File: src/rtl/intc_pkg.sv
`timescale 1ns/1ps
package intc_pkg;
    localparam int LINES = 8;
    localparam int LW    = $clog2(LINES);

    typedef struct packed {
        logic          valid;
        logic [LW-1:0] line;
    } pick_t;

    // lowest-numbered set bit wins
    function automatic pick_t first_set(input logic [LINES-1:0] v);
        pick_t p;
        p = '0;
        for (int i = LINES - 1; i >= 0; i--) begin
            if (v[i]) begin
                p.valid = 1'b1;
                p.line  = LW'(i);
            end
        end
        return p;
    endfunction

    // rank of the winner, LINES when empty
    function automatic logic [LW:0] rank_of(input logic [LINES-1:0] v);
        pick_t p;
        p = first_set(v);
        return p.valid ? {1'b0, p.line} : (LW+1)'(LINES);
    endfunction
endpackage

File: src/rtl/edge_capture.sv
`timescale 1ns/1ps
module edge_capture #(
    parameter int W = 16
) (
    input  logic         clk,
    input  logic         rst,
    input  logic [W-1:0] lvl,
    output logic [W-1:0] rise
);
    logic [W-1:0] prev_q;

    always_ff @(posedge clk) begin
        if (rst) prev_q <= '0;
        else     prev_q <= lvl;
    end

    assign rise = lvl & ~prev_q;
endmodule

File: src/rtl/intc_unit.sv
`timescale 1ns/1ps
module intc_unit
    import intc_pkg::*;
#(
    parameter logic [LINES-1:0] NEST_SKIP = '0
) (
    input  logic             clk,
    input  logic             rst,
    input  logic [LINES-1:0] set_vec,
    input  logic [LINES-1:0] mask,
    input  logic             nested_en,
    input  logic             ack,
    input  logic             eoi,
    output logic             int_req,
    output pick_t            win,
    output logic [LINES-1:0] isr_q
);
    logic [LINES-1:0] irr_q;
    logic [LINES-1:0] busy_src;
    logic [LINES-1:0] ack_bit;
    logic [LINES-1:0] eoi_bit;
    logic [LW:0]      busy_rank;
    pick_t            eoi_pick;

    always_comb begin
        win       = first_set(irr_q & ~mask);
        busy_src  = nested_en ? (isr_q & ~NEST_SKIP) : isr_q;
        busy_rank = rank_of(busy_src);
        int_req   = win.valid && ({1'b0, win.line} < busy_rank);
        ack_bit   = (ack && int_req) ? (LINES'(1) << win.line) : '0;
        eoi_pick  = first_set(isr_q);
        eoi_bit   = (eoi && eoi_pick.valid) ? (LINES'(1) << eoi_pick.line) : '0;
    end

    always_ff @(posedge clk) begin
        if (rst) begin
            irr_q <= '0;
            isr_q <= '0;
        end else begin
            irr_q <= (irr_q | set_vec) & ~ack_bit;
            isr_q <= (isr_q | ack_bit) & ~eoi_bit;
        end
    end
endmodule

File: src/rtl/ctl_byte.sv
`timescale 1ns/1ps
module ctl_byte #(
    parameter int          W    = 8,
    parameter logic [W-1:0] KEEP = '1
) (
    input  logic         clk,
    input  logic         rst,
    input  logic         we,
    input  logic [W-1:0] wdata,
    output logic [W-1:0] q
);
    always_ff @(posedge clk) begin
        if (rst)     q <= '0;
        else if (we) q <= wdata & KEEP;
    end
endmodule

File: src/rtl/cascade_intc_pair.sv
`timescale 1ns/1ps
module cascade_intc_pair
    import intc_pkg::*;
#(
    parameter logic [7:0] CTL_KEEP_M = 8'hF8,
    parameter logic [7:0] CTL_KEEP_S = 8'hDE,
    parameter int         CASCADE_LINE = 2
) (
    input  logic                 clk,
    input  logic                 rst,
    input  logic [2*LINES-1:0]   irq_in,
    input  logic [LINES-1:0]     mask_m,
    input  logic [LINES-1:0]     mask_s,
    input  logic [7-LW:0]        vbase_m,
    input  logic [7-LW:0]        vbase_s,
    input  logic                 nested_en,
    input  logic                 ack,
    input  logic                 eoi_m,
    input  logic                 eoi_s,
    input  logic                 ctl_we,
    input  logic                 ctl_sel,
    input  logic [7:0]           ctl_wdata,
    output logic                 cpu_irq,
    output logic                 ack_valid,
    output logic [LW:0]          ack_irq,
    output logic [7:0]           ack_vector,
    output logic [7:0]           ctl_m,
    output logic [7:0]           ctl_s
);
    localparam logic [LINES-1:0] CASC_BIT = LINES'(1) << CASCADE_LINE;

    logic [2*LINES-1:0] rise;
    logic [LINES-1:0]   m_set;
    logic               m_req, s_req;
    pick_t              m_win, s_win;
    logic [LINES-1:0]   m_isr, s_isr;
    logic               via_slave;
    logic [LW:0]        res_irq;
    logic [7:0]         res_vec;

    edge_capture #(.W(2*LINES)) u_edge (
        .clk(clk), .rst(rst), .lvl(irq_in), .rise(rise)
    );

    // slave pending request re-arms the cascade line every cycle
    assign m_set = (rise[LINES-1:0] & ~CASC_BIT) | (s_req ? CASC_BIT : '0);

    assign via_slave = m_req && (m_win.line == LW'(CASCADE_LINE));

    intc_unit #(.NEST_SKIP(CASC_BIT)) u_master (
        .clk(clk), .rst(rst), .set_vec(m_set), .mask(mask_m),
        .nested_en(nested_en), .ack(ack), .eoi(eoi_m),
        .int_req(m_req), .win(m_win), .isr_q(m_isr)
    );

    intc_unit #(.NEST_SKIP('0)) u_slave (
        .clk(clk), .rst(rst), .set_vec(rise[2*LINES-1:LINES]), .mask(mask_s),
        .nested_en(1'b0), .ack(ack && via_slave), .eoi(eoi_s),
        .int_req(s_req), .win(s_win), .isr_q(s_isr)
    );

    always_comb begin
        if (!m_req) begin
            res_irq = {1'b0, LW'(LINES - 1)};
            res_vec = {vbase_m, LW'(LINES - 1)};
        end else if (via_slave) begin
            res_irq = {1'b1, s_req ? s_win.line : LW'(LINES - 1)};
            res_vec = {vbase_s, s_req ? s_win.line : LW'(LINES - 1)};
        end else begin
            res_irq = {1'b0, m_win.line};
            res_vec = {vbase_m, m_win.line};
        end
    end

    always_ff @(posedge clk) begin
        if (rst) begin
            cpu_irq    <= 1'b0;
            ack_valid  <= 1'b0;
            ack_irq    <= '0;
            ack_vector <= '0;
        end else begin
            cpu_irq   <= m_req;
            ack_valid <= ack;
            if (ack) begin
                ack_irq    <= res_irq;
                ack_vector <= res_vec;
            end
        end
    end

    ctl_byte #(.W(8), .KEEP(CTL_KEEP_M)) u_ctl_m (
        .clk(clk), .rst(rst), .we(ctl_we && !ctl_sel), .wdata(ctl_wdata), .q(ctl_m)
    );

    ctl_byte #(.W(8), .KEEP(CTL_KEEP_S)) u_ctl_s (
        .clk(clk), .rst(rst), .we(ctl_we && ctl_sel), .wdata(ctl_wdata), .q(ctl_s)
    );
endmodule

File: config.mk
export PLATFORM = sky130hd
export DESIGN_NAME = cascade_intc_pair
export DESIGN_NICKNAME = d
export VERILOG_FILES = /design/src/rtl/intc_pkg.sv /design/src/rtl/edge_capture.sv /design/src/rtl/intc_unit.sv /design/src/rtl/ctl_byte.sv /design/src/rtl/cascade_intc_pair.sv
export SDC_FILE = /design/constraint.sdc
export NUM_CORES = 1
export LEC_CHECK = 0
export BUFFER_PORTS_ARGS = -buffer_cell sky130_fd_sc_hd__buf_2
export CAP_MARGIN = 20
export CORE_ASPECT_RATIO = 0.7
export CORE_MARGIN = 3
export CORE_UTILIZATION = 30
export DETAILED_ROUTE_END_ITERATION = 16
export PLACE_DENSITY_LB_ADDON = 0.15
export SLEW_MARGIN = 20
export SYNTH_ARGS = -nofsm -noshare
export SYNTH_HDL_FRONTEND = slang
export SYNTH_SLANG_ARGS = --single-unit
File: constraint.sdc
create_clock -name clk -period 7.2 [get_ports clk]
set_input_delay 2.16 -clock clk [delete_from_list [all_inputs] [get_ports clk]]
set_output_delay 2.16 -clock clk [all_outputs]
set_load 0.005 [all_outputs]
After elaboration in Yosys (flattened, before gate mapping)
Index checks and enable logic that the tools add are counted.
{"block": "op_classes", "magnitude_cmp": 2, "n_eq_ne": 1, "n_shift": 4, "muxes": 53, "bitwise_logic": 19, "reduce_logical": 11}
{"cell": "$mux W4", "n": 44}
{"cell": "$and A8 B8 Y8", "n": 6}
{"cell": "$mux W8", "n": 6}
{"cell": "$not A8 Y8", "n": 6}
{"cell": "$or A8 B8 Y8", "n": 4}
{"cell": "$shl A1 B3 Y8 const A", "n": 4}
{"cell": "$and A16 B16 Y16", "n": 1}
{"cell": "$not A16 Y16", "n": 1}
{"cell": "$logic_and A1 B1 Y1", "n": 10}
{"cell": "$mux W3", "n": 3}
{"cell": "$lt A3 B4 Y1", "n": 2}
{"cell": "$or A8 B3 Y8", "n": 1}
{"cell": "$eq A3 B2 Y1 const B", "n": 1}
{"cell": "$logic_not A1 Y1", "n": 1}
{"block": "word_totals", "ff_bits": 73, "inputBits": 58, "output_inout_bits": 30}

Depth between registers and ports, before layout
Gate-level depths: netlist of run 1.
{"block": "depth", "ltp_word": 18, "depth_mapped": 11, "ltp_nobuf": 10}

Cells and area by module
Synthesis of run 1 repeated with hierarchy kept, for this count alone.
{"block": "hier_totals", "cells_unflattened": 389, "hier_area_um2": 3507.1}
{"module": "intc_unit at u_slave", "n_inst": 1, "cells_per_inst": 123, "area_per_inst_um2": 1042.2, "seq_area_each_um2": 320.3}
{"module": "intc_unit at u_master", "n_inst": 1, "cells_per_inst": 119, "area_per_inst_um2": 944.7, "seq_area_each_um2": 320.3}
{"module": "edge_capture", "n_inst": 1, "cells_per_inst": 49, "area_per_inst_um2": 564.3, "seq_area_each_um2": 320.3}
{"module": "cascade_intc_pair", "n_inst": 1, "cells_per_inst": 56, "area_per_inst_um2": 516.7, "seq_area_each_um2": 220.2}
{"module": "ctl_byte at u_ctl_s", "n_inst": 1, "cells_per_inst": 22, "area_per_inst_um2": 232.7, "seq_area_each_um2": 120.1}
{"module": "ctl_byte at u_ctl_m", "n_inst": 1, "cells_per_inst": 20, "area_per_inst_um2": 206.4, "seq_area_each_um2": 100.1}

Worst setup path before layout of run 1
No wires, ideal clock.
{"block": "synth_path", "path_type": "input -> register", "start": "input mask_s[0]", "end": "register ack_irq[1]", "t_arrival_ps": 4240, "required_ps": 7066, "path_slack_ps": 2826, "stages": 9, "n_path_buf": 0, "cell_sequence": "and2b_1 nor4_2 nor2b_1 ha_1 o21a_1 o22ai_1 a31oi_2 o41ai_1 a211oi_1"}
{"block": "synth_via", "elab_chain_cells": 8}
{"item": "start: declaration", "line": "cascade_intc_pair.sv:13", "source": "input logic [LINES-1:0] mask_s,"}
{"item": "$not A8 Y8 (*)", "line": "intc_unit.sv:26", "source": "win = first_set(irr_q & ~mask);"}
{"item": "$and A8 B8 Y8 (*)", "line": "intc_unit.sv:26"}
{"item": "$mux W4 (*)", "line": "intc_pkg.sv:16", "source": "if (v[i]) begin"}
{"item": "$lt A3 B4 Y1", "line": "intc_unit.sv:29", "source": "int_req = win.valid && ({1'b0, win.line} < busy_rank);"}
{"item": "$logic_and A1 B1 Y1", "line": "intc_unit.sv:29"}
{"item": "$mux W3 (*)", "line": "cascade_intc_pair.sv:67", "source": "res_irq = {1'b1, s_req ? s_win.line : LW'(LINES - 1)};"}
{"item": "$mux W4 (*)", "line": "cascade_intc_pair.sv:66", "source": "end else if (via_slave) begin"}
{"item": "$mux W4 (*)", "line": "cascade_intc_pair.sv:63", "source": "if (!m_req) begin"}
{"item": "end signal: assignment", "line": "cascade_intc_pair.sv:85", "source": "ack_irq <= res_irq;"}
{"item": "end: declaration", "line": "cascade_intc_pair.sv:25", "source": "output logic [LW:0] ack_irq,"}
Every way passes the cells marked *; elsewhere a longest branch is shown, timed or not.
A chain may end at the register's enable or synchronous reset.

Final worst setup path of run 1
{"block": "layout_path", "start": "input mask_s[0]", "end": "register u_slave.irr_q[1]"}
{"block": "layout_via", "elab_chain_cells": 9}
{"item": "$not A8 Y8 (*)", "line": "intc_unit.sv:26"}
{"item": "$and A8 B8 Y8 (*)", "line": "intc_unit.sv:26"}
{"item": "$mux W4 (*)", "line": "intc_pkg.sv:16"}
{"item": "$lt A3 B4 Y1", "line": "intc_unit.sv:29"}
{"item": "$logic_and A1 B1 Y1", "line": "intc_unit.sv:29"}
{"item": "$logic_and A1 B1 Y1", "line": "intc_unit.sv:30", "source": "ack_bit = (ack && int_req) ? (LINES'(1) << win.line) : '0;"}
{"item": "$mux W8 (*)", "line": "intc_unit.sv:30"}
{"item": "$not A8 Y8 (*)", "line": "intc_unit.sv:40", "source": "irr_q <= (irr_q | set_vec) & ~ack_bit;"}
{"item": "$and A8 B8 Y8 (*)", "line": "intc_unit.sv:40"}
{"item": "end signal: assignment", "line": "intc_unit.sv:40"}
{"item": "end: declaration", "line": "intc_unit.sv:18", "source": "logic [LINES-1:0] irr_q;"}
Marked as above.

==> results.toml, run 1 <==
[outcome]
status = "finished clean"

[layout]
nFillCells = 1123
nNetsFinal = 529
area_growth_pct = 23.7
mostFrequentLayoutCells = "buf_2 (80), dfxtp_1 (69), nor2_1 (37)"
n_antenna_cell = 0
final_common_cell = "buf_2"
drive_gt1_frac = 0.237
instances_no_fill = 620
final_area_um2 = 4150

[routing]
drc = 0
vias = 2994
wirelength_mm = 8.70
via_per_inst = 4.83
ant_nets = 0
wl_per_cell_um = 14.0
first_pass_iters = 4
drtIter0Drc = 135

[sta]
fmax_ghz = 0.218
drv_slew = 0
period_minus_slack_ns = 4.59
rsz0062_at_grt = "false"
hold_viol_final = 0
tns_ns = 0
period_share = 0.637
worst_slack_ns = 2.61
slew_headroom = 0.488
whs_ns = 0.457
fin_skew_ns = 0.00496
tightest_slew_ns = 0.758
setup_viol = 0

[cts]
h-tree-depth = 3
cts_hold_buf = 0
cts_buffers = 9
worstSkewPairLatency_ns = 0.33
numClockSinks = 69
cts_setup_buffers = 0
root_buffer = "clkbuf_16"
cts_buffer_depth = 2
clkSlewWorstSetupHoldPaths_ns = 0.06
cts_tree = "yes"
cts-resized-gates = 0

[pwr]
power_density_nw_per_um2 = 259
peakVddDrop_v = 0.000127
p_leak_nw = 1.77

[setup_path]
r2r_slack_ns = 4.23
reg2reg_to = "ack_irq[2]"
critPathCaptureType = "flop"
worst_ep_arrival_time_ns = 4.77
worstPathRequired_ns = 7.38
path_class = "in2reg"
worstPathMaxFanout = 10
r2r_cells = 10
reg2reg_from = "u_master.irr_q[7]"
start_kind = "input pin"

[min_path]
hp-start = "u_ctl_s.q[1]"
min_path_cells = 2
worst_hold_path_type = "reg2reg"
min_to = "u_ctl_s.q[1]"

[die]
die_h_um = 94.5
die-area_um2 = 12500
die_w_um = 132
core.rowCount = 31
start_util = 0.316
pin_count = 88
coreArea_um2 = 10600

[job]
drv_cap = 0

[grt]
grt_overflow = 0
grt_pass1_wl_mm = 14.4
grt_util_all_layers = 0.145
grt_max_degree = 66
grt_pass1_vias = 2913
antenna_found_initial = 0

[synth]
syn_area_per_cell_um2 = 8.53
ys.flop_type = "dfxtp_1"
synth_edf_count = 0
synth_warnings = 0
syn_inst = 393
synthArstFlopShare = 0
yosysUniqueCellTypes = 62
yosysSeqAreaShare = 0.412
synth_area_um2 = 3350
synth-seq-cells = 69

[placed_design]
place_worst_setup_slack_ns = 2.23
placed_area_um2 = 3840
io_buffers = 80
place_congestion = 0.856
dp.cells = 604
hpwlAfterDp_mm = 6.45
-- sequential cells by signal, indices dropped and copies added, names as in the netlist --
register        cells
u_master.irr_q      8
ack_vector          5
ack_irq             4
u_ctl_s.q           6
ack_valid           1
u_master.isr_q      8
u_ctl_m.q           5
cpu_irq             1
u_slave.isr_q       8
u_edge.prev_q      15
u_slave.irr_q       8
-- synthesized netlist by cell type (2+ instances only) --
master | n | area, um^2
nand4_1 | 2 | 12.5
buf_2 | 3 | 15.0
clkbuf_1 | 9 | 33.8
a31oi_1 | 5 | 31.3
buf_4 | 9 | 67.6
o41ai_1 | 2 | 17.5
mux2i_1 | 6 | 60.1
a311oi_1 | 8 | 70.1
inv_1 | 26 | 97.6
o41a_1 | 2 | 22.5
and3_1 | 2 | 12.5
o211ai_1 | 4 | 30.0
and4bb_1 | 2 | 25.0
nor3b_1 | 4 | 30.0
o21bai_1 | 2 | 15.0
o21ai_0 | 6 | 30.0
and4_1 | 2 | 17.5
a211oi_1 | 4 | 30.0
dfxtp_1 | 69 | 1380
ha_1 | 4 | 50.1
nor2_1 | 37 | 139
or2_2 | 2 | 12.5
nor3_1 | 19 | 95.1
nor3b_2 | 2 | 25.0
nand2_1 | 28 | 105
nand2b_1 | 13 | 81.3
nor2b_1 | 31 | 194
nand3_1 | 10 | 50.1
a211oi_2 | 2 | 25.0
o21ai_1 | 2 | 10.0
o211a_1 | 3 | 30.0
and2b_1 | 2 | 15.0
a21oi_1 | 28 | 140
o21a_1 | 14 | 105
nor4_1 | 2 | 12.5
-- per-stage QoR --
| stage | power, mW | utilization |
|---|---|---|
| final | 1.07 | 0.390 |
| after CTS | 1.09 | 0.390 |
| after detailed placement | 0.617 | 0.361 |
| after global routing | 1.13 | 0.390 |
| after floorplan | 0.561 | - |
| after global placement | 0.614 | 0.361 |
-- per-layer routing --
metal / track usage / part of all wire
met1: 0.210 / 0.53
met2: 0.195 / 0.38
met3: 0.0490 / 0.082
met4: 0.0545 / 0.012
met5: 0 / 0
-- cells by family after synthesis --
kind of cell	Yosys count	share of synthesized area
AND/OR/NAND/NOR	167	0.272
AO/OA/AOI/OAI	98	0.217
flip-flops	69	0.412
buffers and inverters	48	0.0649
multiplexers	6	0.0179
adder cells (fa/ha/maj)	4	0.0149
other	1	0.00112
-- critical path, stage by stage --
cell and delay [ns]:
buf_2 0.08, and2b_1 0.24, nor4_2 0.63, nor2b_1 0.30
ha_1 0.27, o21a_1 0.10, o22ai_1 0.21, a31oi_2 0.16
nor4_1 0.51, nor3_1 0.10
-- worst max-delay path by stage --
stage / startpoint / end / slack [ns] / cells past startpoint
global route: mask_s[0] / u_slave.irr_q[1] / 2.35 / 10
global placement: mask_s[0] / u_slave.irr_q[1] / 2.30 / 10
finish: mask_s[0] / u_slave.irr_q[1] / 2.61 / 10
CTS: mask_s[0] / u_slave.irr_q[1] / 2.56 / 10
floorplan: mask_s[0] / ack_irq[1] / 2.83 / 9
detailed placement: mask_s[0] / u_slave.irr_q[1] / 2.23 / 10
-- layout make-up --
cell class                      instances  area [um^2]  share of cell area
Timing Repair Buffer                   81          408              0.0983
Sequential cell                        69         1380               0.333
Multi-Input combinational cell        280         1770               0.426
Clock buffer                           11          233              0.0561
Tap cell                              148          185              0.0446
Clock inverter                          5         75.1              0.0181
Inverter                               26         97.6              0.0235
-- where the power goes --
group	switching, mW	leakage, nW	internal, mW
logic	0.109	1.05	0.0778
registers	0.0142	0.569	0.408
clock network	0.163	0.153	0.301
total	0.286	1.77	0.787
(Power assumes the default switching activity.)
==> inputs of run 2 (changes only) <==
Clock period 7.2 ns to 3.7 ns, I/O delays scaled along.
==> run 2 against run 1 <==
  * Core utilization rose by 0.62 points
  * Flip-flop and latch count unchanged
  * Clock power is 71% higher
==> results.toml, run 2 (synthesis gave the netlist of run 1 again) <==
[setup_path]
r2r_slack_ns = 1.02
start_kind = "input pin"
worstPathMaxFanout = 10
reg2reg_from = "u_master.irr_q[6]"
reg2reg_to = "ack_irq[2]"
r2r_cells = 10
path_class = "in2reg"
critPathCaptureType = "flop"
worst_ep_arrival_time_ns = 3.48
worstPathRequired_ns = 3.95

[pwr]
intPower_mw = 1.42
power_frac_comb = 0.193
p_sw_frac = 0.292
p_leak_nw = 1.82
pwr-share-clk = 0.397
power_density_nw_per_um2 = 475
switchingPower_mw = 0.583
peakVddDrop_v = 0.000219
sequentialPowerShare = 0.410

[cts]
cts_hold_buf = 0
worstSkewPairLatency_ns = 0.33
cts_buffers = 9
cts_buffer_depth = 2
cts_setup_buffers = 0
root_buffer = "clkbuf_16"
cts-resized-gates = 0
numClockSinks = 69
cts_tree = "yes"
h-tree-depth = 3
clkSlewWorstSetupHoldPaths_ns = 0.06

[min_path]
min_path_cells = 2
worst_hold_path_type = "reg2reg"
min_to = "u_ctl_s.q[2]"
hp-start = "u_ctl_s.q[2]"

[job]
drv_cap = 0

[die]
die_h_um = 94.5
die-area_um2 = 12500
coreArea_um2 = 10600
core.rowCount = 31
start_util = 0.316
pin_count = 88
die_w_um = 132

[sta]
tns_ns = 0
period_minus_slack_ns = 3.23
slew_headroom = 0.530
fmax_ghz = 0.309
drv_slew = 0
hold_viol_final = 0
period_share = 0.874
setup_viol = 0
rsz0062_at_grt = "false"
fin_skew_ns = 0.00771
whs_ns = 0.451
tightest_slew_ns = 0.696

[placed_design]
hpwlAfterDp_mm = 6.64
placed_area_um2 = 3940
place_congestion = 0.836
io_buffers = 80
dp.cells = 617

[routing]
drc = 0
vias = 3037
drtIter0Drc = 168
ant_nets = 0
via_per_inst = 4.80
wl_per_cell_um = 13.7
wirelength_mm = 8.67
first_pass_iters = 4

[layout]
drive_gt1_frac = 0.262
largest_reg_flops = 15
final_area_um2 = 4220
n_antenna_cell = 0
mostFrequentLayoutCells = "buf_2 (80), dfxtp_1 (69), nor2_1 (37)"
nNetsFinal = 542
area_growth_pct = 25.7
instances_no_fill = 633
final_common_cell = "buf_2"
regMostFlops = "u_edge.prev_q"

[grt]
antenna_found_initial = 0
grt_pass1_vias = 2775
grt_max_degree = 28
grt_pass1_wl_mm = 13.9
grt_overflow = 0
grt_util_all_layers = 0.141

[outcome]
status = "finished clean"
[run 2: worst max-delay path by stage]
stage          startpoint            end  slack [ns]  cells past startpoint
2_1_floorplan   mask_s[0]     ack_irq[1]        0.38                      9
3_3_place_gp    mask_s[2]     ack_irq[1]        0.21                     10
3_5_place_dp    mask_m[0]  ack_vector[5]        0.15                     11
4_1_cts         mask_m[0]     ack_irq[2]        0.47                     11
5_1_grt         mask_m[0]     ack_irq[2]        0.28                     11
6_report        mask_m[0]     ack_irq[2]        0.47                     11
[run 2: routing by layer]
metal | vias up | global-route usage | wire length, um
met5 | - | 0 | 0
met4 | 0 | 0.0415 | 95
met3 | 7 | 0.0543 | 728
met2 | 101 | 0.182 | 3090
met1 | 1375 | 0.212 | 4760
li1 | 1554 | - | -
[run 2: worst max-delay path: stages]
cell and delay, ns:
buf_2 0.07, nand2b_1 0.21, nand4_1 0.22, nor2b_1 0.32, ha_1 0.30, o21a_1 0.11
o41a_1 0.15, o211ai_2 0.11, and3_1 0.47, o21ai_1 0.18, a211oi_1 0.23
[run 2: stage by stage]
step	power (mW)	setup slack (ns)	utilization
3_3_place_gp	1.22	0.213	0.371
4_1_cts	2.03	0.472	0.397
5_1_grt	2.11	0.279	0.397
2_1_floorplan	1.09	0.376	-
3_5_place_dp	1.22	0.153	0.371
6_report	2.00	0.467	0.397
[run 2: final cells by class]
| class | count | area, um^2 |
|---|---|---|
| clock inverter | 7 | 51.3 |
| multi-input combinational | 280 | 1770 |
| clock buffer | 9 | 225 |
| sequential | 69 | 1380 |
| timing repair buffer | 94 | 505 |
| tap | 148 | 185 |
| fill | 1110 | 6410 |
| inverter | 26 | 97.6 |
[run 2: power by group through the flow]
| stage | registers, mW | clock network [mW] | logic, mW |
|---|---|---|---|
| after global placement | 0.836 | 0 | 0.380 |
| after floorplan | 0.833 | 0 | 0.258 |
| final | 0.821 | 0.794 | 0.386 |
| after detailed placement | 0.837 | 0 | 0.384 |
| after global routing | 0.828 | 0.846 | 0.434 |
| after CTS | 0.821 | 0.817 | 0.386 |
==> inputs of run 3 (changes only) <==
Settings changed: CELL_PAD_IN_SITES_DETAIL_PLACEMENT from default to 1, CELL_PAD_IN_SITES_GLOBAL_PLACEMENT from default to 2, CORE_UTILIZATION 30 to 27, SKIP_LAST_GASP from default to 1.
==> run 3 against run 2 <==
  * Worst hold slack gained 0.0092 ns
  * Critical endpoint is now u_slave.isr_q[0]
  * Final cell count grew 0.95%
  * Largest power group is now clock
  * Wire length grew 15%
  * Critical path depth shrank 1
  * Core utilization shrank 3.9 points
  * Fmax grew 0.22%
  * Clock skew shrank 0.0025 ns
==> results.toml, run 3 (synthesis gave the netlist of run 1 again) <==
[outcome]
status = "finished clean"

[sta]
fin_skew_ns = 0.00524
period_minus_slack_ns = 3.23
hold_viol_final = 0
worst_slack_ns = 0.474
slew_headroom = 0.508
tns_ns = 0
fmax_ghz = 0.310
setup_viol = 0
rsz0062_at_grt = "false"
tightest_slew_ns = 0.728
drv_slew = 0
period_share = 0.872
whs_ns = 0.460

[die]
die_w_um = 139
die_h_um = 99.2
pin_count = 88
die-area_um2 = 13800
start_util = 0.281
coreArea_um2 = 11900
core.rowCount = 33

[cts]
cts_tree = "yes"
cts-resized-gates = 0
root_buffer = "clkbuf_16"
h-tree-depth = 3
worstSkewPairLatency_ns = 0.33
cts_buffers = 9
cts_hold_buf = 0
numClockSinks = 69
cts_buffer_depth = 2
clkSlewWorstSetupHoldPaths_ns = 0.06
cts_setup_buffers = 0

[pwr]
sequentialPowerShare = 0.384
power_frac_comb = 0.182
p_leak_nw = 1.83
pwr-share-clk = 0.434
peakVddDrop_v = 0.000231
switchingPower_mw = 0.580
power_density_nw_per_um2 = 504
p_sw_frac = 0.270
intPower_mw = 1.57

[setup_path]
reg2reg_to = "u_slave.isr_q[0]"
start_kind = "input pin"
critPathTopFamily = "simple AND/OR/NAND/NOR gates"
reg2reg_from = "u_slave.isr_q[4]"
crit_slowest_cell = "nor3_1"
path_class = "in2reg"
critPathCaptureType = "flop"
worst_ep_arrival_time_ns = 3.50
worstPathRequired_ns = 3.98
worstPathBufferInverterCount = 1
r2r_slack_ns = 0.99
crit_chain = "buf_2 > and2b_1 > nor4_2 > nor2b_1 > ha_1 > o21a_1 > o22ai_1 > a31oi_2 > nor3_1 > a31o_1"
r2r_cells = 9
critPathMaxStageDelay_ns = 0.50
worstPathMaxFanout = 8

[layout]
area_growth_pct = 27.2
n_antenna_cell = 0
instances_no_fill = 639
nNetsFinal = 539
final_common_cell = "buf_2"
mostFrequentLayoutCells = "buf_2 (80), dfxtp_1 (69), nor2_1 (37)"
regMostFlops = "u_edge.prev_q"
drive_gt1_frac = 0.257
largest_reg_flops = 15

[job]
drv_cap = 0

[placed_design]
dp.cells = 623
hpwlAfterDp_mm = 7.78
place_congestion = 0.818
io_buffers = 80
place_worst_setup_slack_ns = 0.146

[routing]
wl_per_cell_um = 15.5
wirelength_mm = 9.93
via_per_inst = 4.81
ant_nets = 0
drtIter0Drc = 118
drc = 0
first_pass_iters = 4
vias = 3076

[grt]
grt_pass1_vias = 3116
antenna_found_initial = 0
grt_overflow = 0
grt_max_degree = 55
grt_util_all_layers = 0.149
grt_pass1_wl_mm = 16.4

[min_path]
worst_hold_path_type = "reg2reg"
min_path_cells = 2
hp-start = "u_ctl_s.q[4]"
min_to = "u_ctl_s.q[4]"
==> run 3: cell count changes in the layout (fill, tap and decap cells not counted) <==
cell,previous run,this run
bufinv_16,0,2
buf_12,0,1
clkinvlp_4,2,1
clkinv_4,2,1
clkbuf_8,0,1
buf_4,14,10
inv_6,1,0
==> run 3: how the worst max path moves through the flow <==
| stage | startpoint | endpoint | slack [ns] | cells after the start |
|---|---|---|---|---|
| after floorplan | mask_s[0] | ack_irq[1] | 0.38 | 9 |
| after global placement | mask_s[6] | u_slave.irr_q[1] | 0.16 | 11 |
| after detailed placement | mask_s[0] | u_slave.isr_q[0] | 0.15 | 10 |
| after CTS | mask_s[0] | u_slave.irr_q[1] | 0.50 | 11 |
| after global routing | mask_s[6] | u_slave.isr_q[0] | 0.23 | 10 |
| final | mask_s[0] | u_slave.isr_q[0] | 0.47 | 10 |
==> run 3: layer usage <==
metal,vias to the layer above,share of wire,global-route usage
li1,1550,-,-
met1,1432,0.54,0.223
met2,81,0.39,0.202
met3,13,0.057,0.0471
met4,0,0.015,0.0474
met5,-,0,0
==> run 3: area by class of cell <==
cell class | count | area, um^2
Multi-Input combinational cell | 280 | 1770
Clock buffer | 10 | 239
Clock inverter | 6 | 86.3
Inverter | 26 | 97.6
Tap cell | 157 | 196
Timing Repair Buffer | 91 | 495
Sequential cell | 69 | 1380
Fill cell | 1451 | 7670
==> run 3: stage by stage <==
stage          power (mW)  utilization  area [um^2]
2_1_floorplan        1.09            -         3370
3_3_place_gp         1.23        0.330         3940
3_5_place_dp         1.23        0.330         3940
4_1_cts              2.19        0.357         4270
5_1_grt              2.28        0.357         4270
6_report             2.15        0.357         4270
==> run 3: tightest hold or removal path: stages (launching register included) <==
cell and delay [ns]:
dfxtp_1 0.31, nand2_1 0.05, a21oi_1 0.05
==> run 3: power groups by stage <==
| stage | registers (mW) | clock network [mW] | logic, mW |
|---|---|---|---|
| after floorplan | 0.833 | 0 | 0.258 |
| after global placement | 0.839 | 0 | 0.386 |
| after detailed placement | 0.842 | 0 | 0.392 |
| after CTS | 0.826 | 0.970 | 0.394 |
| after global routing | 0.832 | 1.00 | 0.443 |
| final | 0.825 | 0.933 | 0.391 |
